<file path="src/rtl/cart_bank_pkg.sv">
package cart_bank_pkg;
  typedef enum logic [1:0] {
    MIR_VERT = 2'b00,
    MIR_HORZ = 2'b01,
    MIR_LOW  = 2'b10,
    MIR_HIGH = 2'b11
  } mirror_e;

  localparam int CHR_SLOTS   = 8;
  localparam int PRG_SWITCH  = 3;
  localparam int CHR_OFF_W   = 10;
  localparam int PRG_OFF_W   = 13;
  localparam int CHR_FIELD_W = 8;
  localparam int PRG_FIELD_W = 6;

  localparam logic [3:0] CMD_LOW_WIN = 4'd8;
  localparam logic [3:0] CMD_PRG0    = 4'd9;
  localparam logic [3:0] CMD_MIRROR  = 4'd12;

  localparam logic [2:0] WIN_LOW   = 3'd3;
  localparam logic [2:0] WIN_CMD   = 3'd4;
  localparam logic [2:0] WIN_PARAM = 3'd5;
  localparam logic [2:0] WIN_FIXED = 3'd7;
endpackage

</file>
<file path="src/rtl/cbc_reg_file.sv">
module cbc_reg_file
  import cart_bank_pkg::*;
(
  input  logic clk,
  input  logic rst,
  input  logic [2:0] win,
  input  logic [7:0] data,
  input  logic wr,
  output logic [CHR_SLOTS-1:0][CHR_FIELD_W-1:0] chr_bank,
  output logic [PRG_SWITCH-1:0][PRG_FIELD_W-1:0] prg_bank,
  output logic [PRG_FIELD_W-1:0] low_bank,
  output logic ram_en,
  output mirror_e mirror
);
  logic [3:0] cmd;
  logic cmd_wr;
  logic param_wr;

  assign cmd_wr   = wr && (win == WIN_CMD);
  assign param_wr = wr && (win == WIN_PARAM);

  always_ff @(posedge clk) begin
    if (rst) cmd <= '0;
    else if (cmd_wr) cmd <= data[3:0];
  end

  for (genvar s = 0; s < CHR_SLOTS; s++) begin : g_chr
    always_ff @(posedge clk) begin
      if (rst) chr_bank[s] <= '0;
      else if (param_wr && cmd == 4'(s)) chr_bank[s] <= data;
    end
  end

  for (genvar w = 0; w < PRG_SWITCH; w++) begin : g_prg
    always_ff @(posedge clk) begin
      if (rst) prg_bank[w] <= '0;
      else if (param_wr && cmd == CMD_PRG0 + 4'(w)) prg_bank[w] <= data[PRG_FIELD_W-1:0];
    end
  end

  always_ff @(posedge clk) begin
    if (rst) begin
      low_bank <= '0;
      ram_en   <= 1'b0;
      mirror   <= MIR_VERT;
    end else if (param_wr) begin
      if (cmd == CMD_LOW_WIN) begin
        low_bank <= data[PRG_FIELD_W-1:0];
        ram_en   <= data[7];
      end
      if (cmd == CMD_MIRROR) mirror <= mirror_e'(data[1:0]);
    end
  end
endmodule

</file>
<file path="src/rtl/cbc_prg_xlate.sv">
module cbc_prg_xlate
  import cart_bank_pkg::*;
#(
  parameter int PRG_AW = 19
) (
  input  logic clk,
  input  logic rst,
  input  logic [15:0] cpu_addr,
  input  logic [7:0] cpu_data,
  input  logic cpu_wr,
  input  logic [PRG_SWITCH-1:0][PRG_FIELD_W-1:0] prg_bank,
  input  logic [PRG_FIELD_W-1:0] low_bank,
  input  logic ram_en,
  output logic [PRG_AW-1:0] prg_addr,
  output logic prg_ram_sel,
  output logic prg_ram_we,
  output logic [7:0] prg_ram_wdata
);
  localparam int FULL_W = PRG_FIELD_W + PRG_OFF_W;
  localparam int LAST_W = PRG_AW - PRG_OFF_W;

  logic [2:0] win;
  logic [PRG_FIELD_W-1:0] sel_bank;
  logic [FULL_W-1:0] composed;
  logic [PRG_AW-1:0] addr_d;
  logic in_low;

  assign win    = cpu_addr[15:13];
  assign in_low = (win == WIN_LOW);

  always_comb begin
    sel_bank = low_bank;
    case (win)
      3'd4: sel_bank = prg_bank[0];
      3'd5: sel_bank = prg_bank[1];
      3'd6: sel_bank = prg_bank[2];
      default: sel_bank = low_bank;
    endcase
  end

  assign composed = {sel_bank, cpu_addr[PRG_OFF_W-1:0]};

  always_comb begin
    if (win == WIN_FIXED) addr_d = {{LAST_W{1'b1}}, cpu_addr[PRG_OFF_W-1:0]};
    else if (win < WIN_LOW) addr_d = '0;
    else addr_d = PRG_AW'(composed);
  end

  always_ff @(posedge clk) begin
    prg_addr      <= addr_d;
    prg_ram_wdata <= cpu_data;
    if (rst) begin
      prg_ram_sel <= 1'b0;
      prg_ram_we  <= 1'b0;
    end else begin
      prg_ram_sel <= in_low && ram_en;
      prg_ram_we  <= in_low && ram_en && cpu_wr;
    end
  end
endmodule

</file>
<file path="src/rtl/cbc_chr_xlate.sv">
module cbc_chr_xlate
  import cart_bank_pkg::*;
#(
  parameter int CHR_AW = 18
) (
  input  logic clk,
  input  logic [12:0] ppu_addr,
  input  logic [CHR_SLOTS-1:0][CHR_FIELD_W-1:0] chr_bank,
  input  mirror_e mirror,
  output logic [CHR_AW-1:0] chr_addr,
  output logic ciram_a10
);
  localparam int FULL_W = CHR_FIELD_W + CHR_OFF_W;

  logic [FULL_W-1:0] composed;
  logic a10_d;

  assign composed = {chr_bank[ppu_addr[12:10]], ppu_addr[CHR_OFF_W-1:0]};

  always_comb begin
    case (mirror)
      MIR_VERT: a10_d = ppu_addr[10];
      MIR_HORZ: a10_d = ppu_addr[11];
      MIR_LOW:  a10_d = 1'b0;
      default:  a10_d = 1'b1;
    endcase
  end

  always_ff @(posedge clk) begin
    chr_addr  <= CHR_AW'(composed);
    ciram_a10 <= a10_d;
  end
endmodule

</file>
<file path="src/rtl/cart_bank_ctrl.sv">
module cart_bank_ctrl
  import cart_bank_pkg::*;
#(
  parameter int PRG_AW = 19,
  parameter int CHR_AW = 18
) (
  input  logic clk,
  input  logic rst,
  input  logic [15:0] cpu_addr,
  input  logic [7:0] cpu_data,
  input  logic cpu_wr,
  input  logic [12:0] ppu_addr,
  output logic [PRG_AW-1:0] prg_addr,
  output logic prg_ram_sel,
  output logic prg_ram_we,
  output logic [7:0] prg_ram_wdata,
  output logic [CHR_AW-1:0] chr_addr,
  output logic ciram_a10
);
  logic [CHR_SLOTS-1:0][CHR_FIELD_W-1:0] chr_bank;
  logic [PRG_SWITCH-1:0][PRG_FIELD_W-1:0] prg_bank;
  logic [PRG_FIELD_W-1:0] low_bank;
  logic ram_en;
  mirror_e mirror;

  cbc_reg_file u_regs (
    .clk(clk), .rst(rst), .win(cpu_addr[15:13]), .data(cpu_data), .wr(cpu_wr),
    .chr_bank(chr_bank), .prg_bank(prg_bank), .low_bank(low_bank),
    .ram_en(ram_en), .mirror(mirror)
  );

  cbc_prg_xlate #(.PRG_AW(PRG_AW)) u_prg (
    .clk(clk), .rst(rst), .cpu_addr(cpu_addr), .cpu_data(cpu_data), .cpu_wr(cpu_wr),
    .prg_bank(prg_bank), .low_bank(low_bank), .ram_en(ram_en),
    .prg_addr(prg_addr), .prg_ram_sel(prg_ram_sel), .prg_ram_we(prg_ram_we),
    .prg_ram_wdata(prg_ram_wdata)
  );

  cbc_chr_xlate #(.CHR_AW(CHR_AW)) u_chr (
    .clk(clk), .ppu_addr(ppu_addr), .chr_bank(chr_bank), .mirror(mirror),
    .chr_addr(chr_addr), .ciram_a10(ciram_a10)
  );
endmodule

</file>
<file path="config.mk">
export PLATFORM = sky130hd
export DESIGN_NAME = cart_bank_ctrl
export DESIGN_NICKNAME = d
export VERILOG_FILES = /design/src/rtl/cart_bank_pkg.sv /design/src/rtl/cbc_reg_file.sv /design/src/rtl/cbc_prg_xlate.sv /design/src/rtl/cbc_chr_xlate.sv /design/src/rtl/cart_bank_ctrl.sv
export SDC_FILE = /design/constraint.sdc
export NUM_CORES = 1
export LEC_CHECK = 0
export CAP_MARGIN = 20
export CORE_MARGIN = 1.5
export CORE_UTILIZATION = 54
export DETAILED_ROUTE_END_ITERATION = 16
export PLACE_DENSITY = 0.8
export SLEW_MARGIN = 10
export SYNTH_ARGS = -nofsm -noshare
export SYNTH_HDL_FRONTEND = slang
export SYNTH_SLANG_ARGS = --single-unit
</file>
<file path="constraint.sdc">
create_clock -name clk -period 1.9 [get_ports clk]
set_clock_uncertainty 0.05 [all_clocks]
set_input_delay 0.19 -clock clk [delete_from_list [all_inputs] [get_ports clk]]
set_output_delay 0.19 -clock clk [all_outputs]
set_load 0.01 [all_outputs]
</file>
# == After elaboration in Yosys (flattened, before gate mapping) ==
# Cells that the tools add are included.
# word_totals
inputBits,40
regBits,143
word_cells,68
out_inout_bits,48
# op_classes
eq_ne,19
n_mux,6
n_reduce_logical,19
n_lt_le_gt_ge,2
# op_table
cell,count
$bmux 8 s3,1
$eq 4x4->1 const B,5
$mux 19,1
$pmux 6 s3,1
$eq 4x3->1 const B,4
$logic_and 1x1->1,15
$mux 13,1
$eq 3x3->1 const B,4
$eq 4x2->1 const B,2
$mux 8,1
$eq 4x1->1 const B,1
$logic_not 4->1,1
$lt 3x4->1 const B,1
$reduce_and 2->1,2
$eq 3x2->1 const B,1
$lt 3x2->1 const B,1
$pmux 1 s3,1
$eq 2x1->1 const B,1
$eq 2x2->1 const B,1
$logic_not 2->1,1

# == Longest topological paths before layout ==
# Gate-level depths: netlist (run 1).
# depth
depth_word,4
depth_mapped,6
mapped_depth_nobuf,3

# == Cells and area by module ==
# From an unflattened synthesis (run 1), not the netlist that was laid out.
# hier_totals
hier_cells,480
hier_area_um2,5864.4
# modules_own_cells
mod,instances,cells_each,area_each_um2,seq_area_each_um2
cbc_reg_file,1,343,3920.0,1901.8
cbc_prg_xlate,1,86,992.2,580.6
cbc_chr_xlate,1,51,952.2,380.4

# == Worst setup path before layout (run 1) ==
# Ideal clock, no wire load.
# synth_path
path_kind,reg-to-reg
from,register u_regs.cmd[0]
to,register u_regs.chr_bank[1] (netlist bit)
stages_incl_launch_ff,5
period_less_slack_ns,1.414
arrival_ns,1.232
n_path_buf,1
slack_ns,0.486
setup_time_ns,0.132
required_ns,1.718
path_cell_list,dfxtp_1 > buf_4 > nor2_1 > nand3_4 > mux2i_1
# synth_between
elab_chain_cells,2
# synth_rtl
element,line_no,rtl
start: declaration,cbc_reg_file.sv:15,logic [3:0] cmd;
start signal: assignment,cbc_reg_file.sv:24,else if (cmd_wr) cmd <= data[3:0];
$logic_not 4->1,cbc_reg_file.sv:30,else if (param_wr && cmd == 4'(s)) chr_bank[s] <= data;
$logic_and 1x1->1,cbc_reg_file.sv:30,
end signal: indexed assignment,cbc_reg_file.sv:30,
end: declaration,cbc_reg_file.sv:9,"output logic [CHR_SLOTS-1:0][CHR_FIELD_W-1:0] chr_bank,"
# No other way between the ends.
# A chain may end at the register's enable or synchronous reset.

# == Worst setup path in the final report (run 1) ==
# layout_path
from,register u_chr.chr_addr[12]
to,output port chr_addr[12]
# layout_lines
element,line_no,rtl
start: declaration,cbc_chr_xlate.sv:10,"output logic [CHR_AW-1:0] chr_addr,"
start signal: assignment,cbc_chr_xlate.sv:30,chr_addr <= CHR_AW'(composed);
end: declaration,cart_bank_ctrl.sv:17,"output logic [CHR_AW-1:0] chr_addr,"
# No word-level cell between the ends.

==> results of run 1 <==
[per-layer routing]
metal,vias to the layer above,track usage (%)
li1,1818,-
met1,1879,28.9
met2,95,41.9
met3,11,6.74
met4,0,4.83
met5,-,0
[per-stage QoR]
step / hold slack (ns) / util, % / setup slack (ns) / cells / power [W]
after CTS: 0.0268 / 71.0 / 0.226 / 709 / 0.00696
final: 0.0366 / 71.0 / 0.245 / 709 / 0.00691
after global routing: 0.0461 / 71.0 / 0.194 / 709 / 0.00713
after detailed placement: 0.414 / 65.1 / -0.00562 / 678 / 0.00357
after global placement: 0.406 / 65.1 / 0.0291 / 678 / 0.00356
after floorplan: 0.168 / - / 0.486 / 479 / 0.00335
[power groups by stage]
stage	sequential (W)	combinational (W)	clock [W]
global placement	0.00313	0.000432	0
global route	0.00307	0.000466	0.00359
floorplan	0.00316	0.000193	0
finish	0.00307	0.000439	0.00340
detailed placement	0.00313	0.000438	0
CTS	0.00307	0.000442	0.00344
[placed cells by master (no fill, tap or decap), types with 3 or more instances in the layout]
master                              n
sky130_fd_sc_hd__dfxtp_1          143
sky130_fd_sc_hd__nand2b_1          99
sky130_fd_sc_hd__mux2i_1           95
sky130_fd_sc_hd__clkdlybuf4s50_1   86
sky130_fd_sc_hd__mux4_1            16
sky130_fd_sc_hd__clkbuf_16         16
sky130_fd_sc_hd__nor2b_1           15
sky130_fd_sc_hd__a21oi_1           12
sky130_fd_sc_hd__buf_4             11
sky130_fd_sc_hd__mux2_2             9
sky130_fd_sc_hd__nand3_4            8
sky130_fd_sc_hd__nor2_1             6
sky130_fd_sc_hd__nor3b_1            5
sky130_fd_sc_hd__o21a_1             5
sky130_fd_sc_hd__o22ai_1            5
sky130_fd_sc_hd__nand2_1            4
sky130_fd_sc_hd__bufinv_16          4
sky130_fd_sc_hd__clkinv_2           4
sky130_fd_sc_hd__clkinv_4           3
sky130_fd_sc_hd__buf_12             3
[cells by family (layout without fill, tap and decap cells)]
kind of cell	count (synthesis)	in the layout	synth area share (%)
muxes	120	120	25.6
DFF	143	143	49.8
and+or+nand+nor	151	151	18.3
AOI/OAI and AO/OA	25	25	2.57
buffers and inverters	40	134	3.66
[worst min-delay path by stage]
stage	endpoint	from	cells after the start	slack, ns
after global routing	u_chr.chr_addr[0]$_DFF_P_	ppu_addr[0]	1	0.05
final	u_regs.cmd[3]$_SDFFE_PP0P_	rst	2	0.04
after detailed placement	u_regs.prg_bank[3]$_SDFFE_PP0P_	u_regs.prg_bank[3]$_SDFFE_PP0P_	2	0.41
after global placement	u_regs.chr_bank[50]$_SDFFE_PP0P_	u_regs.chr_bank[50]$_SDFFE_PP0P_	2	0.41
after CTS	u_regs.cmd[3]$_SDFFE_PP0P_	rst	2	0.03
after floorplan	u_chr.chr_addr[0]$_DFF_P_	ppu_addr[0]	0	0.17
[registers in the layout, indices dropped and copies added (netlist names), 2 cells and up]
signal               count
u_regs.mirror            2
u_regs.chr_bank         64
u_regs.prg_bank         18
u_chr.chr_addr          18
u_prg.prg_ram_wdata      8
u_regs.cmd               4
u_prg.prg_addr          19
u_regs.low_bank          6
[cell type report]
class / count / area (sq um) / area share (%)
multi-input cells: 296 / 2670 / 36.5
repair buffers: 101 / 1010 / 13.8
clock buffers: 17 / 414 / 5.65
inverters: 2 / 7.51 / 0.102
well taps: 136 / 170 / 2.32
clock inverters: 14 / 191 / 2.61
flip-flops and latches: 143 / 2860 / 39.1
==> run summary, run 1 <==
RUN STATUS
--------------------------------------------------------------------------------------------------
Status .............................................................................. finished, final reports clean

FLOORPLAN
--------------------------------------------------------------------------------------------------
FP Rows .............................................................................           37
Number of ports placed on the die boundary ..........................................           88
Core Footprint ......................................................................  10300 sq um
Initial Util ........................................................................        55.7%
Die ar. .............................................................................  11300 sq um
Die height ..........................................................................  106 microns
Die Span X ..........................................................................  106 microns

PWR
--------------------------------------------------------------------------------------------------
Leakage power of the design .........................................................      3.32 nW
Register share of total power .......................................................        44.4%
Net switching fraction of the power .................................................        21.5%
IR Drop Worst-Case VDD ..............................................................       751 uV
Combinational Power Share ...........................................................         6.4%
P_int ...............................................................................    0.00542 W
Power per cell area .................................................................  943 nW/um^2
Net Sw Power ........................................................................    0.00149 W
Relative contribution of the clock network to total power ...........................        49.2%

MIN PATH
--------------------------------------------------------------------------------------------------
Hold WC Path Type ...................................................................    in -> reg

WORST SETUP PATH
--------------------------------------------------------------------------------------------------
Flop-to-flop setup slack ............................................................      0.32 ns
Slowest stage cell on the critical path ............................................. sky130_fd_sc_hd__clkdlybuf4s50_1
Worst endpoint required time ........................................................      1.66 ns
Source of the critical timing path .................................................. u_chr.chr_addr[12]$_DFF_P_
Kind of capture point of the worst setup path .......................................  output port
Crit path depth .....................................................................            1
Data arrival time of the critical path ..............................................      1.42 ns
Critical path fanouts, max ..........................................................            1
Path type of the worst setup path ...................................................   reg -> out
Crit path cell chain ................................................................ clkdlybuf4s50_1
Worst Path Buf+Inv ..................................................................            1
Crit path launch type ...............................................................         flop
Worst reg2reg path depth ............................................................            3
Reg-to-Reg End ...................................................................... u_regs.prg_bank[9]$_SDFFE_PP0P_
Destination of the critical timing path ............................................. chr_addr[12]
CP max stage delay ..................................................................      0.56 ns
RR Startpoint ....................................................................... u_regs.cmd[3]$_SDFFE_PP0P_
Critical path's top delay family .................................................... buffers and inverters

SYNTHESIS
--------------------------------------------------------------------------------------------------
Post-synth net total ................................................................          519
Top cell type by total area after synthesis ......................................... sky130_fd_sc_hd__dfxtp_1
Synthesis Warnings ..................................................................            0
Number of enable flip-flop cells after synthesis ....................................            0
Proportion of synthesized flip-flops having asynchronous set or reset ...............           0%
Top_reg_cell synth .................................................................. sky130_fd_sc_hd__dfxtp_1
Cell types occupying the most area after synthesis .................................. sky130_fd_sc_hd__dfxtp_1 (50%), sky130_fd_sc_hd__mux2i_1 (17%), sky130_fd_sc_hd__nand2b_1 (11%)
Number of instances in the synthesized netlist ......................................          479
Cell with the most instances after synthesis ........................................ sky130_fd_sc_hd__dfxtp_1
Synthesized area ....................................................................   5750 sq um
Number of distinct standard cells referenced by the synthesized netlist .............           34
Top post-synthesis cells by count ................................................... sky130_fd_sc_hd__dfxtp_1 (143), sky130_fd_sc_hd__nand2b_1 (99), sky130_fd_sc_hd__mux2i_1 (95), sky130_fd_sc_hd__clkbuf_1 (22), sky130_fd_sc_hd__mux4_1 (16)
Mean area per synthesized cell ......................................................   12.0 sq um
Part of the Yosys area used for sequential elements .................................        49.8%
Fraction of synthesized cell area taken by the top area cell type ...................        49.8%
Synthesis-stage register bit count ..................................................          143

PLACED DESIGN
--------------------------------------------------------------------------------------------------
Post-DP HPWL ........................................................................ 8220 microns
Port-buffer cells ...................................................................           87
Gp weighted congestion ..............................................................        0.819
Dpl cell area .......................................................................   6720 sq um

CTS
--------------------------------------------------------------------------------------------------
Buffers from clock root to sink, at most ............................................            2
Number of buffers added to fix hold violations after cts ............................            0
Resized Gates After CTS .............................................................            0
H-tree levels .......................................................................            4
Clock latency at the later pin of the worst-skew pair ...............................      0.52 ns
TritonCTS clock tree ................................................................          yes
Cell at the root of the clock tree .................................................. sky130_fd_sc_hd__clkbuf_8
Post CTS Setup Buffer Count .........................................................            0
Number of buffers created by CTS ....................................................           17
Clock Sink Count ....................................................................          143
Clock transition time at the flip-flop clock pins of the worst setup and hold paths .      0.06 ns

DETAILED ROUTING
--------------------------------------------------------------------------------------------------
First-pass detailed-route iteration total ...........................................            5
Overall routed net length ........................................................... 12700 microns
Remaining number of nets flagged by the antenna check after routing .................            0
Detailed-route wire length on metal 1 ............................................... 5440 microns
Drt first-iter violations ...........................................................          121
Max Used Layer ......................................................................         met4
Vias ................................................................................         3803
Length of routed met2 wiring ........................................................ 6600 microns
Routed met3 length ..................................................................  579 microns
Average vias per placed instance ....................................................         5.36
Average wire length per cell after detail routing ................................... 17.9 microns
Number of remaining DRC errors ......................................................            0

FINISH
--------------------------------------------------------------------------------------------------
Fillcell total ......................................................................          713
Final net count .....................................................................          601
Syn-to-layout area delta ............................................................        27.5%
Fraction of layout cells with a size suffix above 1 .................................        11.9%
Area of all placed cells without fillers ............................................   7330 sq um
Number of antenna cells inserted ....................................................            0

TIMING
--------------------------------------------------------------------------------------------------
Final period util ...................................................................        87.1%
Hold violation total from the final report ..........................................            0
Slew at the pin closest to its max-slew limit .......................................     0.598 ns
Unrepaired setup endpoints after global routing .....................................        false
Worst rel slew slack ................................................................        60.1%
Fin. max-slew vios ..................................................................            0
Number of setup violations in the final report ......................................            0
Setup TNS Final .....................................................................         0 ns
Clock period minus worst slack ......................................................      1.66 ns
Fmax achieved .......................................................................      604 MHz

GLOBAL ROUTE
--------------------------------------------------------------------------------------------------
Vias in the first global route ......................................................         3985
GRT Util Overall ....................................................................        23.8%
Global route overflow ...............................................................            0
Maximum number of pins on one net before global-route repair ........................           67
Global-route wire length before repair .............................................. 20500 microns
Number of antenna violations at the first check in global routing ...................            0

RUN
--------------------------------------------------------------------------------------------------
Max Cap Viol ........................................................................            0

Note: power is estimated with default switching activity, not from simulation.
==> inputs of run 2 (changes only) <==
Settings changed: ABC_CLOCK_PERIOD_IN_PS set to 1900.
==> results of run 2 <==
Final layout, timing and power as in run 1 (identical DEF).
